### config.mk
export PLATFORM = sky130hd
export DESIGN_NAME = sleep_wake_top
export DESIGN_NICKNAME = d
export VERILOG_FILES = /design/src/rtl/sleep_wake_pkg.sv /design/src/rtl/sleep_wake_dp.sv /design/src/rtl/sleep_wake_ctl.sv /design/src/rtl/sleep_wake_top.sv
export SDC_FILE = /design/constraint.sdc
export NUM_CORES = 1
export LEC_CHECK = 0
export BUFFER_PORTS_ARGS = -buffer_cell sky130_fd_sc_hd__buf_2
export CELL_PAD_IN_SITES_DETAIL_PLACEMENT = 1
export CELL_PAD_IN_SITES_GLOBAL_PLACEMENT = 1
export CORE_UTILIZATION = 42
export CTS_BUF_LIST = sky130_fd_sc_hd__clkbuf_8 sky130_fd_sc_hd__clkbuf_16
export DETAILED_ROUTE_END_ITERATION = 6
export PLACE_DENSITY = 0.75
export SETUP_SLACK_MARGIN = 0.1
export SYNTH_ARGS = -nofsm -noshare
export SYNTH_HDL_FRONTEND = slang
export SYNTH_SLANG_ARGS = --single-unit
### constraint.sdc
create_clock -name clk -period 2.7 [get_ports clk]
set_clock_uncertainty 0.2 [all_clocks]
set_input_delay 0.27 -clock clk [delete_from_list [all_inputs] [get_ports clk]]
set_output_delay 0.27 -clock clk [all_outputs]
set_load 0.03 [all_outputs]
### src/rtl/sleep_wake_pkg.sv
package sleep_wake_pkg;

  typedef enum logic [2:0] {
    ST_RUN, ST_SLEEP, ST_HOLD, ST_ISSUE, ST_VECT
  } seqState_t;

  typedef enum logic [1:0] {
    CAUSE_COLD, CAUSE_WARM, CAUSE_RESUME, CAUSE_VECTOR
  } wakeCause_t;

  // strobes from control to datapath
  typedef struct packed {
    logic enterHalt;   // sleep entry: flags and interrupt arming
    logic clrPdf;      // clear-watchdog in run
    logic wdtRunHit;   // watchdog overflow in run
    logic extSleepHit; // external reset while asleep
    logic wdtSleepHit; // watchdog wake while asleep
    logic loadHold;    // start the start-up delay
    logic decHold;     // count the delay down
  } dpCtl_t;

endpackage

### src/rtl/sleep_wake_dp.sv
module sleep_wake_dp
  import sleep_wake_pkg::*;
#(
  parameter int PORT_W   = 8,
  parameter int IRQ_N    = 2,
  parameter int HOLD_CYC = 1024
) (
  input  logic              clk,
  input  logic              rstN,
  input  dpCtl_t            ctl,
  input  logic [IRQ_N-1:0]  irqReq,
  input  logic [IRQ_N-1:0]  irqEn,
  input  logic              stackFull,
  input  logic [PORT_W-1:0] portIn,
  input  logic [PORT_W-1:0] wakeMask,
  output logic              portWake,
  output logic              irqWake,
  output logic              vecOk,
  output logic              holdDone,
  output logic              toFlag,
  output logic              pdFlag
);

  localparam int CNT_W = (HOLD_CYC > 1) ? $clog2(HOLD_CYC) : 1;
  localparam logic [CNT_W-1:0] HOLD_LOAD = CNT_W'(HOLD_CYC - 1);

  // per-pin synchronizer and falling-edge detect
  logic [PORT_W-1:0] pinFall;
  genvar gi;
  generate
    for (gi = 0; gi < PORT_W; gi++) begin : g_pin
      logic meta, syncd, prevSyncd;
      always_ff @(posedge clk or negedge rstN) begin
        if (!rstN) begin
          meta      <= 1'b1;
          syncd     <= 1'b1;
          prevSyncd <= 1'b1;
        end else begin
          meta      <= portIn[gi];
          syncd     <= meta;
          prevSyncd <= syncd;
        end
      end
      assign pinFall[gi] = prevSyncd & ~syncd & wakeMask[gi];
    end
  endgenerate
  assign portWake = |pinFall;

  // interrupts pending at sleep entry are excluded from waking
  logic [IRQ_N-1:0] irqArmed;
  always_ff @(posedge clk or negedge rstN) begin
    if (!rstN)              irqArmed <= '0;
    else if (ctl.enterHalt) irqArmed <= ~irqReq;
  end
  logic [IRQ_N-1:0] irqFresh;
  assign irqFresh = irqReq & irqArmed;
  assign irqWake  = |irqFresh;
  assign vecOk    = (|(irqFresh & irqEn)) & ~stackFull;

  // cause flags
  always_ff @(posedge clk or negedge rstN) begin
    if (!rstN) begin
      toFlag <= 1'b0;
      pdFlag <= 1'b0;
    end else if (ctl.enterHalt) begin
      toFlag <= 1'b0;
      pdFlag <= 1'b1;
    end else if (ctl.extSleepHit) begin
      toFlag <= 1'b0;
      pdFlag <= 1'b1;
    end else if (ctl.wdtSleepHit) begin
      toFlag <= 1'b1;
      pdFlag <= 1'b1;
    end else if (ctl.wdtRunHit) begin
      toFlag <= 1'b1;
    end else if (ctl.clrPdf) begin
      pdFlag <= 1'b0;
    end
  end

  // start-up delay down-counter
  logic [CNT_W-1:0] holdCnt;
  always_ff @(posedge clk or negedge rstN) begin
    if (!rstN)                          holdCnt <= HOLD_LOAD;
    else if (ctl.loadHold)              holdCnt <= HOLD_LOAD;
    else if (ctl.decHold && !holdDone)  holdCnt <= holdCnt - 1'b1;
  end
  assign holdDone = (holdCnt == '0);

endmodule

### src/rtl/sleep_wake_ctl.sv
module sleep_wake_ctl
  import sleep_wake_pkg::*;
(
  input  logic   clk,
  input  logic   rstN,
  input  logic   haltReq,
  input  logic   wdtClr,
  input  logic   extRst,
  input  logic   wdtOvf,
  input  logic   portWake,
  input  logic   irqWake,
  input  logic   vecOk,
  input  logic   holdDone,
  output dpCtl_t ctl,
  output logic   isRun,
  output logic   coldRst,
  output logic   warmRst,
  output logic   resumeNext,
  output logic   vectorIrq,
  output logic   holdStartup,
  output logic   extMemOff,
  output logic   wdtRestart
);

  seqState_t  state, nxtState;
  wakeCause_t cause, nxtCause;
  logic       anyWake;

  assign anyWake = extRst | wdtOvf | irqWake | portWake;

  always_comb begin
    nxtState = state;
    nxtCause = cause;
    ctl      = '0;
    unique case (state)
      ST_RUN: begin
        if (extRst) begin
          nxtState = ST_ISSUE;
          nxtCause = CAUSE_COLD;
        end else if (wdtOvf) begin
          ctl.wdtRunHit = 1'b1;
          nxtState      = ST_ISSUE;
          nxtCause      = CAUSE_COLD;
        end else if (haltReq) begin
          ctl.enterHalt = 1'b1;
          nxtState      = ST_SLEEP;
        end else if (wdtClr) begin
          ctl.clrPdf = 1'b1;
        end
      end
      ST_SLEEP: begin
        if (extRst) begin
          ctl.extSleepHit = 1'b1;
          nxtCause        = CAUSE_COLD;
        end else if (wdtOvf) begin
          ctl.wdtSleepHit = 1'b1;
          nxtCause        = CAUSE_WARM;
        end else if (irqWake) begin
          nxtCause = vecOk ? CAUSE_VECTOR : CAUSE_RESUME;
        end else if (portWake) begin
          nxtCause = CAUSE_RESUME;
        end
        if (anyWake) begin
          ctl.loadHold = 1'b1;
          nxtState     = ST_HOLD;
        end
      end
      ST_HOLD: begin
        ctl.decHold = 1'b1;
        if (holdDone) nxtState = ST_ISSUE;
      end
      ST_ISSUE: nxtState = (cause == CAUSE_VECTOR) ? ST_VECT : ST_RUN;
      default:  nxtState = ST_RUN;
    endcase
  end

  always_ff @(posedge clk or negedge rstN) begin
    if (!rstN) begin
      state      <= ST_HOLD;
      cause      <= CAUSE_COLD;
      wdtRestart <= 1'b0;
    end else begin
      state      <= nxtState;
      cause      <= nxtCause;
      wdtRestart <= ctl.enterHalt;
    end
  end

  assign isRun       = (state == ST_RUN);
  assign holdStartup = (state == ST_HOLD);
  assign extMemOff   = (state == ST_SLEEP);
  assign coldRst     = (state == ST_ISSUE) && (cause == CAUSE_COLD);
  assign warmRst     = (state == ST_ISSUE) && (cause == CAUSE_WARM);
  assign resumeNext  = (state == ST_ISSUE) && (cause == CAUSE_RESUME);
  assign vectorIrq   = (state == ST_VECT);

endmodule

### src/rtl/sleep_wake_top.sv
module sleep_wake_top
  import sleep_wake_pkg::*;
#(
  parameter int PORT_W   = 8,
  parameter int IRQ_N    = 2,
  parameter int HOLD_CYC = 1024
) (
  input  logic              clk,
  input  logic              rstN,
  input  logic              haltReq,
  input  logic              wdtClr,
  input  logic              extRst,
  input  logic              wdtOvf,
  input  logic [IRQ_N-1:0]  irqReq,
  input  logic [IRQ_N-1:0]  irqEn,
  input  logic              stackFull,
  input  logic [PORT_W-1:0] portIn,
  input  logic [PORT_W-1:0] wakeMask,
  output logic              toFlag,
  output logic              pdFlag,
  output logic              coldRst,
  output logic              warmRst,
  output logic              holdStartup,
  output logic              resumeNext,
  output logic              vectorIrq,
  output logic              extMemOff,
  output logic              wdtRestart
);

  dpCtl_t ctl;
  logic   portWake, irqWake, vecOk, holdDone, isRun;

  sleep_wake_ctl u_ctl (
    .clk(clk), .rstN(rstN), .haltReq(haltReq), .wdtClr(wdtClr),
    .extRst(extRst), .wdtOvf(wdtOvf), .portWake(portWake),
    .irqWake(irqWake), .vecOk(vecOk), .holdDone(holdDone), .ctl(ctl),
    .isRun(isRun), .coldRst(coldRst), .warmRst(warmRst),
    .resumeNext(resumeNext), .vectorIrq(vectorIrq),
    .holdStartup(holdStartup), .extMemOff(extMemOff),
    .wdtRestart(wdtRestart)
  );

  sleep_wake_dp #(
    .PORT_W(PORT_W), .IRQ_N(IRQ_N), .HOLD_CYC(HOLD_CYC)
  ) u_dp (
    .clk(clk), .rstN(rstN), .ctl(ctl), .irqReq(irqReq), .irqEn(irqEn),
    .stackFull(stackFull), .portIn(portIn), .wakeMask(wakeMask),
    .portWake(portWake), .irqWake(irqWake), .vecOk(vecOk),
    .holdDone(holdDone), .toFlag(toFlag), .pdFlag(pdFlag)
  );

endmodule

Word-level counts from Yosys, hierarchy flattened:

Index checks and enable logic that the tools add are counted.

* $add $sub $neg: 1
* equal/unequal tests: 13
* multiplexer cells: 38
* bitwise gates (word level): 32
* reduce and logical (&&, ||, !) cells: 18

Operator list (number)
* $mux W3: 9
* $mux W10: 2
* $mux W1: 18
* $and A1 B1 Y1: 17
* $mux W2: 7
* $pmux W3 S4: 1
* $logic_not A10 Y1: 1
* $sub A10 B1 Y10 const B: 1
* $not A1 Y1: 9
* $reduce_bool A4 Y1: 2
* $reduce_or A8 Y1: 1
* $eq A3 B2 Y1 const B: 2
* $reduce_and A3 Y1: 2
* $ne A5 B3 Y1 const B: 1
* $and A2 B2 Y2: 2
* $eq A2 B2 Y1 const B: 2
* $logic_and A1 B1 Y1: 4
* $ne A2 B1 Y1 const B: 2
* $ne A4 B3 Y1 const B: 1
* $ne A4 B4 Y1 const B: 1
* $pmux W2 S2: 1
* $reduce_bool A2 Y1: 2
* $reduce_or A2 Y1: 2
* $eq A3 B1 Y1 const B: 1
* 9 further kinds: 11

* bits in registers: 44
* bits of input ports: 27
* logic and storage cells: 133

Depth between registers and ports, before layout:

* word-level depth: 10
* mapped depth: 7

Modules after synthesis:

From an unflattened synthesis, not the netlist that was laid out.

* cells, all modules: 154
* area, all modules: 1830.5 sq um

By module, submodules not included
* sleep_wake_dp: times used 1, cells an instance 111, area each 1437.6 sq um, seq. area each 993.5 sq um
* sleep_wake_ctl: times used 1, cells an instance 43, area each 392.9 sq um, seq. area each 151.4 sq um

Least setup slack after synthesis:

OpenSTA, ideal clock, no wires.

* path kind: flip-flop to flip-flop
* start: register u_ctl.state[1]
* end: register u_dp.holdCnt[8]
* data arrival time: 2.337 ns
* path slack: 0.073 ns
* stages on the path, launching flop included: 6
* buffers on the path: 0
* period minus slack after synthesis: 2.627 ns
* cell sequence: dfstp_2 nor3b_1 o211ai_1 nor4_1 xnor2_1 nand2_1

* longest elaborated chain between the ends: 4
* elaborated cells between the ends (all ways): 7

RTL lines
* start: declaration: line sleep_wake_ctl.sv:25 `seqState_t state, nxtState;`
* start signal: assignment: line sleep_wake_ctl.sv:83 `state <= nxtState;`
* $eq A3 B2 Y1
* net holdStartup: line sleep_wake_top.sv:23 `output logic holdStartup,`
* $mux W1: line sleep_wake_ctl.sv:35 `unique case (state)`
* $logic_and A1 B1 Y1: line sleep_wake_dp.sv:86 `else if (ctl.decHold && !holdDone) holdCnt <= holdCnt - 1'b1;`
* $reduce_bool A2 Y1 (no source line)
* end signal: assignment: line sleep_wake_dp.sv:86
* end: declaration: line sleep_wake_dp.sv:82 `logic [CNT_W-1:0] holdCnt;`

The timed path passes the listed nets, and every way through them passes these cells.
A chain may end at the register's enable or synchronous reset.

Final worst setup path:

* start: register u_ctl.state[0]
* end: output extMemOff

* longest elaborated chain between the ends: 1

RTL lines
* $eq A3 B1 Y1: line sleep_wake_ctl.sv:91 `assign extMemOff = (state == ST_SLEEP);`
* end: declaration: line sleep_wake_top.sv:26 `output logic extMemOff,`

Every way passes these cells.

==> impl_metrics.csv <==
group,metric,value,unit
die,die_area,4520,sq um
power_and_ir_drop,power.density,882,nW/um^2
global_route,grt_start_max_net_pins,45,
drt,totalWireLength,4.18,mm
final_layout,final_cell_mix,"buf_2 (35), dfstp_2 (35), nand2_1 (33)",
final_layout,syn_to_final_growth,25.8,%
clock_network,clk_latency,300,ps
global_route,grt_pass1_vias,1493,
clock_network,clk_pin_slew,90,ps
die,die_w,67.2,um
status,outcome,"finished, final reports clean",
timing,worst_pin_slew,960,ps
setup_path,path_class,"flop to output pin",
setup_path,crit_buf_inv,2,
setup_path,critPathMaxFanout,15,
drt,via_count,1375,
synth,synth_cell_types,36,
clock_network,cts_buffers,5,
timing,whs,8.57,ps
final_layout,post-route-util,0.557,
final_layout,fillCellCount,453,
setup_path,crit_required,2230,ps
power_and_ir_drop,cellLeakagePower,0.976,nW
global_route,grt.total_usage,0.206,
global_route,grt-ovfl-total,0,
timing,slew_viol_final,0,
die,pin_count,36,
place,routabilityCongestion,0.825,
setup_path,path_cells,"or3b_2 > inv_1 > buf_2",
timing,fin_setup_tns,0,ps
power_and_ir_drop,power.total,1.98,mW
timing,relSlewSlack,0.360,
setup_path,start_kind,"flop",
clock_network,clockRootBuffer,"clkbuf_8",
drt,drt_pass1_iterations,4,
clock_network,cts_tree,"yes",
synth,postSynthAreaPerCell,11.2,sq um
die,placementRows,23,
global_route,use_met1,0.237,
setup_path,r2r_slack,450,ps
synth,synth_cells,160,
setup_path,cp-end-kind,"output pin",
clock_network,cts.sinks,44,
clock_network,htreeDepth,2,
setup_path,worstPathArrival,1820,ps
flow_run,cap_viol_max_count,0,
timing,rsz0062_at_grt,"no",
global_route,grt_pass1_wl,6.82,mm
final_layout,drive_gt1_frac,0.408,
setup_path,crit_slowest_cell,"dfrtp_1",
synth,ys_seq_elements,44,
drt,drt_iter0_drc,43,
hold_path,holdPathEnd,"u_dp.irqArmed[0]$_DFFE_PN0P_",
hold_path,hp-class,"input port to flop",
timing,hold_violations,0,
global_route,antenna_found_initial,0,
synth,yosysWarnings,0,
clock_network,clk_path_buf_depth,2,
drt,remaining_drc_errors,0,
power_and_ir_drop,ir_drop,387,uV
die,dieHeight,67.2,um
final_layout,multi_input_area,616,sq um
final_layout,fin_nets,238,
drt,vias_per_cell,5.27,
final_layout,seq_area,1140,sq um
timing,period_minus_slack,2290,ps
global_route,met2_usage,0.374,
setup_path,reg2reg_depth,5,
global_route,grt_use_met3,0.0524,
hold_path,hold_start,"irqReq[0]",
die,coreArea,4030,sq um
die,initial_core_util,0.443,
global_route,global_route.peak_usage_layer,"met2",
synth,synthesis.nets,188,
setup_path,critPathTopFamily,"flip-flops",
final_layout,diodes,0,
clock_network,post_cts_buffers,0,
timing,setup_viol,0,
place,dpl.hpwl,2.91,mm
drt,ant_nets,0,
drt,wl_per_cell,16.0,um
setup_path,cpPeakStageDelay,650,ps
synth,seq_area_frac_synth,0.641,
place,io_buffers,35,
setup_path,rr_endpoint,"u_dp.holdCnt[7]$_DFFE_PN1P_",
timing,fmax,436,MHz
synth,syn_area,1790,sq um
timing,fin_crit_sh,0.850,
hold_path,holdPathStages,2,
setup_path,reg2reg_from,"u_ctl.state[1]$_DFFE_PN1P_",
==> synth_stat cells, drive strengths merged <==
| cell type | instances | area share |
|---|---|---|
| dfstp | 35 | 0.52 |
| nand2 | 33 | 0.069 |
| nor2 | 14 | 0.029 |
| dfrtp | 9 | 0.13 |
| a21oi | 6 | 0.017 |
| inv | 5 | 0.011 |
| o21ai | 5 | 0.014 |
| o22ai | 5 | 0.021 |
| xnor2 | 5 | 0.025 |
| nand3 | 4 | 0.011 |
| nor4 | 4 | 0.014 |
| o211ai | 4 | 0.017 |
| clkbuf | 3 | 0.0063 |
| nor3 | 3 | 0.0084 |
| nor3b | 3 | 0.013 |
| nor4b | 2 | 0.0098 |
| or2 | 2 | 0.0070 |
| or3b | 2 | 0.011 |
| or4 | 2 | 0.011 |
| a211o | 1 | 0.0049 |
| a221o | 1 | 0.0056 |
| and3 | 1 | 0.0035 |
| and3b | 1 | 0.0049 |
| ha | 1 | 0.0070 |
| nand2b | 1 | 0.0035 |
| nand3b | 1 | 0.0042 |
| o21a | 1 | 0.0042 |
| o22a | 1 | 0.0049 |
| o311ai | 1 | 0.0049 |
| o31ai | 1 | 0.0042 |
| o32ai | 1 | 0.0049 |
| or3 | 1 | 0.0035 |
| xor2 | 1 | 0.0049 |
==> sequential cells by signal (all words and copies together), names as in the netlist <==
name / cells
u_dp.holdCnt: 10
u_dp.g_pin.meta: 8
u_dp.g_pin.prevSyncd: 8
u_dp.pdFlag: 1
u_ctl.state: 3
u_ctl.wdtRestart: 1
u_dp.g_pin.syncd: 8
u_dp.toFlag: 1
u_dp.irqArmed: 2
u_ctl.cause: 2
==> layout make-up <==
cell class	count	share of cell area
inverters	5	0.00836
repair buffers	46	0.126
flip-flops and latches	44	0.510
multi-input cells	108	0.274
well taps	50	0.0279
clock inverters	2	0.0173
clock buffers	6	0.0368
==> power by group <==
part | leakage [nW] | switching (mW) | internal [mW] | total (mW)
Clock | 0.0614 | 0.225 | 0.302 | 0.527
Combinational | 0.428 | 0.311 | 0.207 | 0.518
Sequential | 0.487 | 0.128 | 0.807 | 0.935
==> stage by stage <==
step	cells	setup slack, ps	instance area [sq um]
after floorplan	160	554	1790
after global placement	243	341	2020
after detailed placement	243	223	2020
after CTS	261	196	2250
after global routing	261	286	2250
final	261	406	2250
==> cells by family after synthesis <==
logic type,count (synthesis),synth area share
fa+ha+maj,1,0.00701
compound gates,27,0.102
buf+inv,8,0.0168
flops,44,0.641
simple gates,74,0.203
xor+xnor,6,0.0294
==> worst max-delay path by stage <==
| stage | end | startpoint | cells after the start | slack, ps |
|---|---|---|---|---|
| after global placement | u_dp.holdCnt[1]$_DFFE_PN1P_ | u_dp.g_pin[6].syncd$_DFF_PN1_ | 4 | 340 |
| final | extMemOff | u_ctl.state[0]$_DFFE_PN0P_ | 3 | 410 |
| after global routing | extMemOff | u_ctl.state[0]$_DFFE_PN0P_ | 3 | 290 |
| after detailed placement | u_dp.holdCnt[1]$_DFFE_PN1P_ | u_dp.g_pin[6].syncd$_DFF_PN1_ | 4 | 220 |
| after floorplan | u_dp.holdCnt[8]$_DFFE_PN1P_ | u_ctl.state[1]$_DFFE_PN1P_ | 5 | 550 |
| after CTS | u_dp.holdCnt[1]$_DFFE_PN1P_ | irqReq[1] | 7 | 200 |
==> routing by layer <==
| layer | wire length (um) | vias up |
|---|---|---|
| met5 | 0 | - |
| met2 | 2250 | 31 |
| li1 | - | 651 |
| met1 | 1710 | 687 |
| met4 | 56 | 0 |
| met3 | 160 | 6 |
==> timing repair <==
item / in CTS / in global routing
setup endpoints to repair: 0 / 9
endpoints found under the hold margin: 18 / 0
hold buffers: 10 / 0
resized for setup: 0 / 1
Note: power is estimated with default switching activity, not from simulation.
